### src/rtl/exec_pkt_dispatch.sv
module exec_pkt_dispatch #(
  parameter int SLOTS = 8,
  parameter int IW    = 32
) (
  input  logic                clk,
  input  logic                rst_n,
  input  logic                fp_valid,
  input  logic [SLOTS*IW-1:0] fp_data,
  output logic                fp_ready,
  output logic [SLOTS-1:0]    ep_valid,
  output logic [SLOTS*IW-1:0] ep_instr,
  input  logic                ep_stall
);
  localparam int FW = SLOTS * IW;

  logic [FW-1:0]    fp_q;
  logic [SLOTS-1:0] pend_q;
  logic [SLOTS-1:0] pkt;
  logic [SLOTS-2:0] link;
  logic             busy, last, take, step;

  for (genvar i = 0; i < SLOTS; i++) begin : g_slot
    if (i == 0) begin : g_first
      assign pkt[i] = pend_q[i];
    end else begin : g_next
      assign pkt[i] = pend_q[i] & (~pend_q[i-1] | (pkt[i-1] & link[i-1]));
    end
    if (i < SLOTS - 1) begin : g_link
      assign link[i] = fp_q[i*IW];
    end
    assign ep_instr[i*IW +: IW] = fp_q[i*IW +: IW] & {IW{pkt[i]}};
  end

  assign busy     = |pend_q;
  assign last     = ~|(pend_q & ~pkt);
  assign step     = busy & ~ep_stall;
  assign fp_ready = ~busy | (last & ~ep_stall);
  assign take     = fp_valid & fp_ready;
  assign ep_valid = pkt;

  always_ff @(posedge clk) begin
    if (!rst_n) begin
      pend_q <= '0;
      fp_q   <= '0;
    end else if (take) begin
      pend_q <= '1;
      fp_q   <= fp_data;
    end else if (step) begin
      pend_q <= pend_q & ~pkt;
    end
  end
endmodule

### config.mk
export PLATFORM = sky130hd
export DESIGN_NAME = exec_pkt_dispatch
export DESIGN_NICKNAME = d
export VERILOG_FILES = /design/src/rtl/exec_pkt_dispatch.sv
export SDC_FILE = /design/constraint.sdc
export NUM_CORES = 1
export LEC_CHECK = 0
export ABC_AREA = 1
export ABC_CLOCK_PERIOD_IN_PS = 2900
export BUFFER_PORTS_ARGS = -buffer_cell sky130_fd_sc_hd__buf_4
export CAP_MARGIN = 20
export CELL_PAD_IN_SITES_DETAIL_PLACEMENT = 1
export CELL_PAD_IN_SITES_GLOBAL_PLACEMENT = 1
export CORE_ASPECT_RATIO = 0.8
export CORE_MARGIN = 2
export CORE_UTILIZATION = 33
export CTS_CLUSTER_SIZE = 30
export DETAILED_ROUTE_END_ITERATION = 7
export HOLD_SLACK_MARGIN = 0.02
export PLACE_DENSITY_LB_ADDON = 0.1
export SETUP_SLACK_MARGIN = 0.02
export SYNTH_ARGS = -nofsm -noshare
export SYNTH_HDL_FRONTEND = slang
export SYNTH_SLANG_ARGS = --single-unit
### constraint.sdc
create_clock -name clk -period 2.9 [get_ports clk]
set_input_delay 0.435 -clock clk [delete_from_list [all_inputs] [get_ports clk]]
set_output_delay 0.435 -clock clk [all_outputs]
set_load 0.005 [all_outputs]
Word-level counts from Yosys, hierarchy flattened
Index checks and enable logic that the tools add are counted.
{ "word_totals": {"inputBits": 260, "word_cells": 52, "out_inout_bits": 265, "reg_bits": 264} }
{ "op_classes": {"n_reduce_logical": 4, "n_mux": 2, "bitwise": 44} }
{ "op_table": {"columns": ["op", "n"], "rows": [
  ["AND 32 bit", 8],
  ["AND 1 bit", 17],
  ["two-way mux 8 bit", 2],
  ["OR reduction 8 bit", 2],
  ["inverter 1 bit", 9],
  ["AND 8 bit", 1],
  ["inverter 8 bit", 1],
  ["bitwise OR 1 bit", 8],
  ["nonzero test 2 bit", 1],
  ["zero test 1 bit", 1]
]} }

Longest topological paths before layout
Gate-level depths: netlist of the first run.
{ "logic_depth": {"ltp_word": 29, "ltp_mapped": 17, "ltp_nobuf": 14} }

Worst setup path after synthesis of the first run
No wires, ideal clock.
{ "synth_path": {"kind": "register to output", "startpoint": "reg pend_q[0]", "endpoint": "out ep_instr[225]", "n_path_buf": 2, "required_time_ns": 2.465, "arrival_time_ns": 1.835, "stages_incl_launch_ff": 16, "path_slack_ns": 0.630, "path_cell_list": "dfxtp_1 buf_4 inv_2 nor2_4 o21bai_1 a21oi_2 o21bai_1 a21oi_2 o21bai_1 nand3_1 inv_1 nor2_1 nor2_1 inv_1 buf_2 nor2_1"} }
{ "synth_via": {"elab_chain_cells": 22, "word_cells_on_any_way": 23, "classes_between": "23 x bitwise"} }
{ "synth_lines": {"columns": ["element", "line_no", "rtl"], "rows": [
  ["start: declaration", "17", "logic [SLOTS-1:0] pend_q;"],
  ["start signal: assignment", "49", "pend_q <= pend_q & ~pkt;"],
  ["AND 1 bit / inverter 1 bit (equally long branches)", "26", "assign pkt[i] = pend_q[i] & (~pend_q[i-1] | (pkt[i-1] & link[i-1]));"],
  ["bitwise OR 1 bit *", "26", null],
  ["AND 1 bit * (2 in series)", "26", null],
  ["bitwise OR 1 bit *", "26", null],
  ["AND 1 bit * (2 in series)", "26", null],
  ["bitwise OR 1 bit *", "26", null],
  ["AND 1 bit * (2 in series)", "26", null],
  ["bitwise OR 1 bit *", "26", null],
  ["AND 1 bit * (2 in series)", "26", null],
  ["bitwise OR 1 bit *", "26", null],
  ["AND 1 bit * (2 in series)", "26", null],
  ["bitwise OR 1 bit *", "26", null],
  ["AND 1 bit * (2 in series)", "26", null],
  ["bitwise OR 1 bit *", "26", null],
  ["AND 1 bit *", "26", null],
  ["via ep_valid[7]", "10", "output logic [SLOTS-1:0] ep_valid,"],
  ["AND 32 bit *", "31", "assign ep_instr[i*IW +: IW] = fp_q[i*IW +: IW] & {IW{pkt[i]}};"],
  ["end: declaration", "11", "output logic [SLOTS*IW-1:0] ep_instr,"]
]} }
Mark *: on every way through the listed nets, which the timed path passes. The rest lies on a longest branch.

Final worst setup path of the first run
{ "layout_path": {"startpoint": "reg pend_q[0]", "endpoint": "out ep_instr[251]"} }
{ "layout_via": {"elab_chain_cells": 22, "word_cells_on_any_way": 23, "classes_between": "23 x bitwise"} }
{ "layout_lines": {"columns": ["element", "line_no"], "rows": [
  ["AND 1 bit / inverter 1 bit (equally long branches)", "26"],
  ["bitwise OR 1 bit *", "26"],
  ["AND 1 bit * (2 in series)", "26"],
  ["bitwise OR 1 bit *", "26"],
  ["AND 1 bit * (2 in series)", "26"],
  ["bitwise OR 1 bit *", "26"],
  ["AND 1 bit * (2 in series)", "26"],
  ["bitwise OR 1 bit *", "26"],
  ["AND 1 bit * (2 in series)", "26"],
  ["bitwise OR 1 bit *", "26"],
  ["AND 1 bit * (2 in series)", "26"],
  ["bitwise OR 1 bit *", "26"],
  ["AND 1 bit * (2 in series)", "26"],
  ["bitwise OR 1 bit *", "26"],
  ["AND 1 bit *", "26"],
  ["AND 32 bit *", "31"]
]} }
Every way passes the cells marked *; elsewhere a longest branch is shown, timed or not.

==> results.md, run 1 <==
* CP peak stage delay at 340 ps
* Die W at 233 microns
* Critical path endpoint category: output port
* Layout Skew at 18.0 ps
* Vias in the first global route at 15386
* Critical Path Most Common Cell: nor2_4
* Die footprint at 0.0436 sq mm
* Tot Pwr at 13.3 mW
* Period minus WS final at 3020 ps
* Pre-antenna DRT Iters at 4
* Fill count at 5496
* Core area at 0.0416 sq mm
* Register area share after synthesis at 38.2%
* Cell count after synthesis at 2293
* Post-DP HPWL at 37.4 mm
* Slew Viols, Final at 0
* Relative slew slack at 53.1%
* RSZ-0062 raised after global routing: yes
* Overall routed net length at 53.7 mm
* Yosys cell types at 22
* Syn Nets at 2553
* Starting DRT DRC Count at 809
* Vias per cell at 4.60
* Hold-fix buffer count after cts at 0
* Warnings, synthesis at 0
* Post-route DRC at 0
* Fin cells at 3324
* Max Clk Rate at 331 MHz
* Hold WC Path Type: primary input to flop
* GPL Wtd Cong at 0.826
* Die Ht at 187 microns
* Worst path cell trace: inv_2 > nor2_4 > o21bai_1 > a21oi_2 > o21bai_1 > a21oi_2 > o21bai_1 > nand3_1 > inv_2 > nor2_4 > nor2_4 > inv_4 > clkbuf_16 > nor2_4 > buf_6
* Final worst-path cycle share at 104%
* Final Hold Fails at 0
* Crit path kind: flop to output port
* # H-tree levels at 1
* Placed insts at 3240
* CP Data Arrival Time at 2580 ps
* CP Data Required Time at 2470 ps
* Violated checks: setup timing
* Status: complete, but fails checks
* Top-Level Pins at 525
* Root Buffer: clkbuf_16
* CTS Buf Count at 31
* Row count at 67
* Nets at 3003
* Finished Core Util at 48.7%
* Total area of sequential cells at 0.00530 sq mm
* Syn avg cell area at 6.03 sq um
* Layout cell share with drive strength beyond 1 at 26.1%
* Routed len/inst at 16.2 microns
* Post-route setup slack at -118 ps
* Syn-to-layout area delta at 46.3%
* # port buffers at 524
* Maxcap violations at 0
* Global route total overflow at 0
* Largest net degree at the start of global routing at 89
* Critical-path top delay cell: dfxtp_4
* Worst hold slack at 170 ps
* Area of the multi-input gates at 0.00611 sq mm
* CP startpoint kind: flop
* Worst Path Max Fanout at 8
* Leak at 10.5 nW
* Netlist Area Pre-Place at 0.0138 sq mm
* Initial Util at 33.3%
* Synth Register Bits at 264
* Clock latency on the worst-skew pair at 570 ps
* Longest Clk Path Bufs at 3
* TritonCTS clock tree: done
* Vias after detailed routing at 15284
* Global Route Usage Sum at 23.2%
* Antenna violations before repair at 5
* First-pass GRT wire length at 81.9 mm
* Antenna Nets Post-Route at 0
* Max IR drop VDD at 0.419 mV
* Slew @ Worst Pin at 703 ps
* Clock slew at reported path FFs at 60 ps
* PD cells at 659 mW/mm^2
* Final setup viols at 58
* # clock sinks at 264
==> repair_timing <==
action / in CTS / in global routing
setup buffers: 10 / 3
setup endpoints to repair: 141 / 304
cloned: 2 / 8
hold endpoints to repair: 0 / 0
gates resized for setup: 46 / 123
pin swaps: 6 / 12
==> synthesized netlist by cell type <==
| cell | count | area, sq um |
|---|---|---|
| nor2_1 | 487 | 1830 |
| inv_2 | 2 | 7.51 |
| nor4_1 | 1 | 6.26 |
| buf_1 | 40 | 150 |
| inv_1 | 528 | 1980 |
| o21ai_1 | 3 | 15.0 |
| dfxtp_1 | 264 | 5290 |
| a21oi_1 | 266 | 1330 |
| buf_6 | 16 | 180 |
| nand4_1 | 1 | 6.26 |
| buf_4 | 11 | 82.6 |
| o21ai_0 | 7 | 35.0 |
| a21oi_2 | 4 | 35.0 |
| nand2_1 | 296 | 1110 |
| nand2_4 | 1 | 11.3 |
| a221oi_1 | 1 | 8.76 |
| buf_2 | 34 | 170 |
| nor2_4 | 1 | 11.3 |
| nand3_1 | 259 | 1300 |
| clkbuf_1 | 67 | 251 |
| nor3_1 | 1 | 5.00 |
| o21bai_1 | 3 | 22.5 |
==> worst paths after layout <==
kind,slack [ps],cells past startpoint,start,end
max,-120,15,pend_q[0]$_SDFFE_PN0P_,ep_instr[251]
min,170,5,fp_data[91],fp_q[91]$_SDFFE_PN0P_
max reg2reg,250,16,pend_q[0]$_SDFFE_PN0P_,fp_q[252]$_SDFFE_PN0P_
min reg2reg,480,2,fp_q[221]$_SDFFE_PN0P_,fp_q[221]$_SDFFE_PN0P_
==> logic make-up after synthesis <==
kind of cell,Yosys count,share of synthesized area (%)
compound gates,284,10.5
buf+inv,698,20.4
flops,264,38.2
simple gates,1047,30.9
==> layout by cell type, fill, tap and decap left out, types with 4 or more instances in the layout <==
| cell | Yosys | layout |
|---|---|---|
| nor2_1 | 487 | 429 |
| o21ai_0 | 7 | 7 |
| dfxtp_1 | 264 | 260 |
| diode_2 | 0 | 5 |
| buf_6 | 16 | 37 |
| clkinv_2 | 0 | 9 |
| clkbuf_8 | 0 | 11 |
| buf_4 | 11 | 513 |
| nand3_1 | 259 | 259 |
| nor2_4 | 1 | 44 |
| inv_2 | 2 | 4 |
| bufinv_16 | 0 | 5 |
| nand2_1 | 296 | 294 |
| buf_16 | 0 | 4 |
| a21oi_1 | 266 | 264 |
| buf_12 | 0 | 21 |
| nor2_2 | 0 | 15 |
| a21oi_2 | 4 | 6 |
| inv_1 | 528 | 523 |
| clkbuf_16 | 0 | 37 |
==> report_power, final <==
group / total, mW / internal, mW / leakage [nW] / switching, mW
Sequential: 4.62 / 4.27 / 2.18 / 0.346
Clock: 4.29 / 2.64 / 0.564 / 1.65
Combinational: 4.43 / 1.85 / 7.75 / 2.59
==> sequential cells by signal, summed over array words and instances (netlist names) <==
signal,flops
pend_q,8
fp_q,256
==> critical path, delay by kind of cell (launching register included) <==
| kind | cells | cell delay, ps |
|---|---|---|
| buf+inv | 5 | 530 |
| simple gates | 5 | 440 |
| compound gates | 5 | 690 |
| flops | 1 | 340 |
==> final cells by class <==
class	instances	share of cell area [%]
Sequential cell	264	26.2
Multi-Input combinational cell	1331	30.2
Clock inverter	16	1.04
Tap cell	552	3.41
Antenna cell	5	0.0618
Timing Repair Buffer	584	24.7
Inverter	530	9.89
Timing Repair inverter	1	0.0371
Clock buffer	41	4.51
==> layer usage <==
layer / track usage, % / wire length [microns] / share of wire [%]
met5: 0 / 16 / 0.030
met2: 40.2 / 25900 / 48
met3: 5.78 / 3320 / 6.2
met4: 7.20 / 1790 / 3.3
met1: 28.1 / 22700 / 42
==> stage by stage <==
stage	setup TNS [ps]	setup slack [ps]	cell area, sq um
final	-3480	-118	20200
after global routing	-22520	-336	20200
after CTS	-13870	-230	19600
after detailed placement	0	191	18200
after global placement	0	319	18200
after floorplan	0	630	13800
(Power assumes the default switching activity.)
==> run 2, diff against run 1 <==
--- a/config.mk
+++ b/config.mk
@@ -13,7 +13,8 @@
 export CELL_PAD_IN_SITES_GLOBAL_PLACEMENT = 1
 export CORE_ASPECT_RATIO = 0.8
 export CORE_MARGIN = 2
-export CORE_UTILIZATION = 33
+export CORE_UTILIZATION = 34
+export CTS_BUF_LIST = sky130_fd_sc_hd__clkbuf_4
 export CTS_CLUSTER_SIZE = 30
 export DETAILED_ROUTE_END_ITERATION = 7
 export HOLD_SLACK_MARGIN = 0.02
==> run 2 against run 1 <==
Against the previous run:
- worst setup slack got worse by 230 ps
- sequential share of layout area fell by 3.9 points
- highest routed layer unchanged
- utilization rose by 10 points
- the flow still finishes with violations (setup timing)
- combinational power rose by 22%
- non-clock buffer count rose by 275
==> results.md, run 2 (synthesized netlist as in run 1, its figures left out) <==
* Slew Viols, Final at 0
* Most used cells in the layout excluding fill and tap cells: 522 x inv_1, 460 x buf_4, 323 x nor2_1
* Die Ht at 184 microns
* Die footprint at 0.0423 sq mm
* Fill count at 5156
* Finished Core Util at 58.8%
* Post-route setup slack at -344 ps
* Vias in the first global route at 18906
* CP Data Arrival Time at 2810 ps
* Overall routed net length at 70.4 mm
* Worst Path Max Fanout at 8
* CP Launch Point: pend_q[0]$_SDFFE_PN0P_
* Post-DP HPWL at 37.1 mm
* Leak at 11.8 nW
* # port buffers at 524
* Longest Clk Path Bufs at 3
* Post-route DRC at 0
* R2R Setup Slk at 210 ps
* Vias after detailed routing at 17792
* Clock latency on the worst-skew pair at 820 ps
* # clock sinks at 264
* Layout Skew at 44.2 ps
* Most common cell after layout, fill and taps aside: inv_1
* RSZ-0062 raised after global routing: yes
* GPL Wtd Cong at 0.833
* First-pass GRT wire length at 103 mm
* Maxcap violations at 0
* Clock slew at reported path FFs at 60 ps
* Post-placement cell area at 0.0181 sq mm
* Final Hold Fails at 0
* Biggest regs: fp_q (256), pend_q (8)
* Max IR drop VDD at 0.289 mV
* Syn-to-layout area delta at 71.7%
* Critical path endpoint category: output port
* Root Buffer: clkbuf_4
* CP startpoint kind: flop
* Violated checks: setup timing
* Register name with the most flops: fp_q
* Initial Util at 34.3%
* Worst hold slack at 222 ps
* Global Route Usage Sum at 30.7%
* Layout cell share with drive strength beyond 1 at 29.3%
* CTS Buf Count at 80
* TritonCTS clock tree: done
* Final setup viols at 127
* Relative slew slack at 56.4%
* Row count at 66
* Nets at 3327
* Reg2reg start: pend_q[0]$_SDFFE_PN0P_
* Max FFs per register at 256
* RR Endpoint: fp_q[241]$_SDFFE_PN0P_
* Slew @ Worst Pin at 654 ps
* Tot Pwr at 13.7 mW
* R2r worst-path depth at 18
* Final worst-path cycle share at 112%
* Starting DRT DRC Count at 970
* Global route total overflow at 0
* Core area at 0.0404 sq mm
* Pre-antenna DRT Iters at 5
* Die W at 230 microns
* Hold WC Path Type: primary input to flop
* Top-Level Pins at 525
* Antenna Nets Post-Route at 0
* Design area at 0.0238 sq mm
* PD cells at 576 mW/mm^2
* Status: complete, but fails checks
* Antenna violations before repair at 12
* Routed len/inst at 19.2 microns
* Crit path capture: ep_instr[252]
* CP Data Required Time at 2470 ps
* Vias per cell at 4.84
* Largest net degree at the start of global routing at 93
* Max Clk Rate at 308 MHz
* Period minus WS final at 3240 ps
* Crit path kind: flop to output port
* # H-tree levels at 3
-- run 2: cell count changes in the layout (fill, tap and decap cells not counted), sizes merged --
cell / delta
buf: +18
bufinv: -5
clkbuf: +78
clkinvlp: -3
diode: +12
dlygate4sd3: +256
nand2: +1
-- run 2: worst max-delay path, cell delays in order (launching register included) --
cell      delay (ps)
dfxtp_2          330
inv_2             60
nor2_4            40
o21bai_1         140
a21oi_2           80
o21bai_1         170
a21oi_2           90
o21bai_1         130
nand3_1          120
inv_2            110
nor2_4            50
nor2_4           130
inv_6             80
buf_6            130
buf_16           150
nor2_4           110
buf_6            100
-- run 2: cell type report --
| class | count | area [sq um] | share of cell area, % |
|---|---|---|---|
| well taps | 544 | 681 | 2.87 |
| flip-flops and latches | 264 | 5290 | 22.3 |
| clock inverters | 9 | 33.8 | 0.142 |
| multi-input cells | 1332 | 6740 | 28.4 |
| clock buffers | 118 | 886 | 3.73 |
| repair buffers | 859 | 8070 | 34.0 |
| inverters | 530 | 2010 | 8.48 |
| diodes | 17 | 42.5 | 0.179 |
-- run 2: timing repair --
action,4_1_cts,5_1_grt
hold endpoints to repair,256,0
endpoints found under the setup margin,163,179
buffers inserted,17,10
pin swaps,5,5
cloned,8,8
hold buffers,256,0
gates resized for setup,251,179
-- run 2: worst min path at each step --
stage | slack (ps) | cells past startpoint | endpoint | from
after floorplan | 450 | 2 | fp_q[100]$_SDFFE_PN0P_ | fp_q[100]$_SDFFE_PN0P_
after global placement | 460 | 2 | fp_q[77]$_SDFFE_PN0P_ | fp_q[77]$_SDFFE_PN0P_
after detailed placement | 470 | 2 | fp_q[224]$_SDFFE_PN0P_ | fp_q[224]$_SDFFE_PN0P_
after CTS | 170 | 3 | fp_q[70]$_SDFFE_PN0P_ | rst_n
after global routing | 190 | 3 | fp_q[204]$_SDFFE_PN0P_ | rst_n
final | 220 | 3 | fp_q[204]$_SDFFE_PN0P_ | rst_n
-- run 2: per-layer routing --
| layer | vias up | part of all wire [%] | global-route usage, % |
|---|---|---|---|
| li1 | 8403 | - | - |
| met1 | 8530 | 38 | 33.5 |
| met2 | 623 | 51 | 54.4 |
| met3 | 234 | 5.9 | 7.98 |
| met4 | 2 | 5.3 | 17.1 |
| met5 | - | 0.018 | 0 |
-- run 2: power breakdown --
part	internal, mW	total [mW]	switching, mW
Combinational	2.21	5.39	3.18
Clock	1.83	3.61	1.79
Sequential	4.28	4.67	0.396
-- run 2: metrics by stage --
step           setup TNS (ps)  setup WS (ps)  instances
4_1_cts                -19280           -379       3638
3_5_place_dp                0            205       3230
2_1_floorplan               0            630       2293
3_3_place_gp                0            392       3229
5_1_grt                -41670           -570       3668
6_report               -18520           -344       3673
==> run 3, diff against run 2 <==
--- a/config.mk
+++ b/config.mk
@@ -5,18 +5,16 @@
 export SDC_FILE = /design/constraint.sdc
 export NUM_CORES = 1
 export LEC_CHECK = 0
-export ABC_AREA = 1
 export ABC_CLOCK_PERIOD_IN_PS = 2900
 export BUFFER_PORTS_ARGS = -buffer_cell sky130_fd_sc_hd__buf_4
 export CAP_MARGIN = 20
 export CELL_PAD_IN_SITES_DETAIL_PLACEMENT = 1
 export CELL_PAD_IN_SITES_GLOBAL_PLACEMENT = 1
-export CORE_ASPECT_RATIO = 0.8
-export CORE_MARGIN = 2
-export CORE_UTILIZATION = 34
+export CORE_AREA = 2 2 204 206
 export CTS_BUF_LIST = sky130_fd_sc_hd__clkbuf_4
 export CTS_CLUSTER_SIZE = 30
 export DETAILED_ROUTE_END_ITERATION = 7
+export DIE_AREA = 0 0 206 208
 export HOLD_SLACK_MARGIN = 0.02
 export PLACE_DENSITY_LB_ADDON = 0.1
 export SETUP_SLACK_MARGIN = 0.02
==> run 3 against run 2 <==
Against the previous run:
- the flow still finishes with violations (setup timing)
- synthesized cell count down 36%
- critical path depth fell by 9
- hold slack lost 75 ps
- sequential power increased by 2%
- fmax grew 2.7%
- worst setup slack gained 86 ps
- register-to-register slack improved by 210 ps
- wire length is 22% lower
- cell area down 7.8%
- clock power down 3%
- sequential share of layout area rose by 1.9 points
- power down 4.9%
==> results.md, run 3 <==
* Worst Path Max Fanout at 33
* Post-synth EDFFs at 0
* Die footprint at 0.0428 sq mm
* Global route total overflow at 0
* Post-DP HPWL at 33.4 mm
* Finished Core Util at 54.0%
* Critical path endpoint category: output port
* CTS Buf Count at 80
* Hold WC Path Type: primary input to flop
* Antenna violations before repair at 6
* Vias per cell at 4.69
* Largest net degree at the start of global routing at 112
* Starting DRT DRC Count at 484
* Nets at 2547
* # H-tree levels at 3
* Status: complete, but fails checks
* Antenna Nets Post-Route at 0
* Row count at 74
* Warnings, synthesis at 0
* Max IR drop VDD at 0.321 mV
* Root Buffer: clkbuf_4
* Die W at 206 microns
* Placed insts at 2440
* Period minus WS final at 3160 ps
* PD cells at 594 mW/mm^2
* Syn Nets at 1736
* RSZ-0062 raised after global routing: yes
* Relative slew slack at 63.5%
* Initial Util at 30.7%
* Leak at 10.4 nW
* Final worst-path cycle share at 109%
* Register area share after synthesis at 42.4%
* Slew @ Worst Pin at 543 ps
* Violated checks: setup timing
* Clock network fraction of total power at 26.9%
* Maxcap violations at 0
* Share of the synthesized area in the top cell type at 42.4%
* Final Hold Fails at 0
* Syn avg cell area at 8.45 sq um
* Synth Flop Type: dfxtp_1
* CP Data Arrival Time at 2720 ps
* Slew Viols, Final at 0
* Crit path kind: flop to output port
* Most used cells in the layout excluding fill and tap cells: 515 x nand2_1, 456 x buf_4, 258 x dfxtp_1
* Max FFs per register at 256
* Die Ht at 208 microns
* Net Sw Power at 4.38 mW
* Fill count at 4625
* GPL Wtd Cong at 0.797
* Post-route setup slack at -259 ps
* Sequential group share of total power at 36.6%
* Commonest cells in the netlist: 515 x nand2_1, 264 x dfxtp_1, 256 x mux2i_1
* Post-synthesis async set-or-reset flop share at 0%
* Tot Pwr at 13.0 mW
* Routed len/inst at 19.1 microns
* Vias in the first global route at 14720
* Post-synth top area cell: dfxtp_1
* R2R Setup Slk at 420 ps
* Largest cells by area after synthesis: dfxtp_1 42%, mux2i_1 21%, nand2_1 16%
* Longest Clk Path Bufs at 3
* Netlist Area Pre-Place at 0.0125 sq mm
* Vias after detailed routing at 13476
* CP Data Required Time at 2470 ps
* CP startpoint kind: flop
* Core area at 0.0406 sq mm
* # port buffers at 524
* Fin cells at 2875
* Most common cell after layout, fill and taps aside: nand2_1
* Post-route DRC at 0
* # clock sinks at 264
* Syn-to-layout area delta at 75.7%
* Final setup viols at 131
* Yosys cell types at 28
* Global Route Usage Sum at 23.7%
* Clock latency on the worst-skew pair at 750 ps
* Setup tns final at -17100 ps
* Top-Level Pins at 525
* Register name with the most flops: fp_q
* Count leader, synth: nand2_1
* Layout Skew at 27.0 ps
* Biggest regs: fp_q (256), pend_q (8)
* Cell count after synthesis at 1476
* First-pass GRT wire length at 80.0 mm
* Synth Register Bits at 264
* Combinational power share at 36.5%
* Clock slew at reported path FFs at 70 ps
* Overall routed net length at 55.0 mm
* TritonCTS clock tree: done
* Pre-antenna DRT Iters at 4
* Internal power at 8.63 mW
* Worst hold slack at 147 ps
* Max Clk Rate at 317 MHz
* Sw frac at 33.7%
* Layout cell share with drive strength beyond 1 at 35.8%
run 3: cell types whose count changed in the layout (fill, tap and decap cells not counted), moves of 221 or more:
| cell | before | now |
|---|---|---|
| inv_1 | 522 | 5 |
| nor2_1 | 323 | 0 |
| a21oi_1 | 265 | 1 |
| nand3_1 | 259 | 1 |
| mux2i_1 | 0 | 256 |
| nand2_1 | 294 | 515 |
run 3: worst paths after layout:
path	from	endpoint	cells after the start
min	rst_n	fp_q[137]$_SDFFE_PN0P_	3
min reg2reg	fp_q[22]$_SDFFE_PN0P_	fp_q[22]$_SDFFE_PN0P_	2
max reg2reg	pend_q[5]$_SDFFE_PN0P_	fp_q[75]$_SDFFE_PN0P_	7
max	fp_q[64]$_SDFFE_PN0P_	ep_instr[225]	7
run 3: final cells by class:
cell class                 instances  area (sq um)  area share, %
antenna                            5          12.5         0.0571
clock buffer                     114           856           3.91
clock inverter                    19          73.8          0.337
inverter                           5          18.8         0.0857
multi-input combinational       1081          7040           32.1
sequential                       264          5290           24.2
tap                              532           666           3.04
timing repair buffer             855          7950           36.3
run 3: stage by stage:
step           instance area, sq um  worst slack, ps
2_1_floorplan                 12500              378
3_3_place_gp                  17000              206
3_5_place_dp                  17000              150
4_1_cts                       20900             -345
5_1_grt                       21900             -391
6_report                      21900             -259
run 3: cell families after synthesis:
| kind of cell | share of synthesized area (%) |
|---|---|
| AOI/OAI and AO/OA | 2.15 |
| muxes | 20.6 |
| and+or+nand+nor | 29.9 |
| buffers and inverters | 4.96 |
| DFF | 42.4 |
run 3: metal layers:
metal / share of wire (%) / track usage [%] / up-vias / wire, microns
met3: 7.1 / 7.47 / 117 / 3900
met1: 39 / 25.7 / 6449 / 21300
met2: 51 / 41.7 / 436 / 28000
met4: 3.3 / 10.7 / 2 / 1840
met5: 0.024 / 0 / - / 13
li1: - / - / 6472 / -
run 3: critical path, stage by stage, from the launching register on:
cell and delay [ps]:
dfxtp_2 340, nor2b_4 120, a311o_1 340, a311o_4 420, a21boi_4 190, buf_12 190
and3b_1 230, buf_4 140
run 3: timing repair:
item	CTS	global route
setup buffers	12	19
endpoints found under the setup margin	167	185
hold buffers	257	0
gates cloned	7	10
endpoints found under the hold margin	257	0
pin swaps	6	55
resized for setup	60	197
run 3: power groups by stage:
stage	clock network, mW	logic, mW	registers (mW)
after detailed placement	0	3.63	4.76
after global routing	3.86	5.09	4.84
after floorplan	0	2.30	4.62
after CTS	3.64	4.26	4.72
final	3.50	4.75	4.76
after global placement	0	3.58	4.73
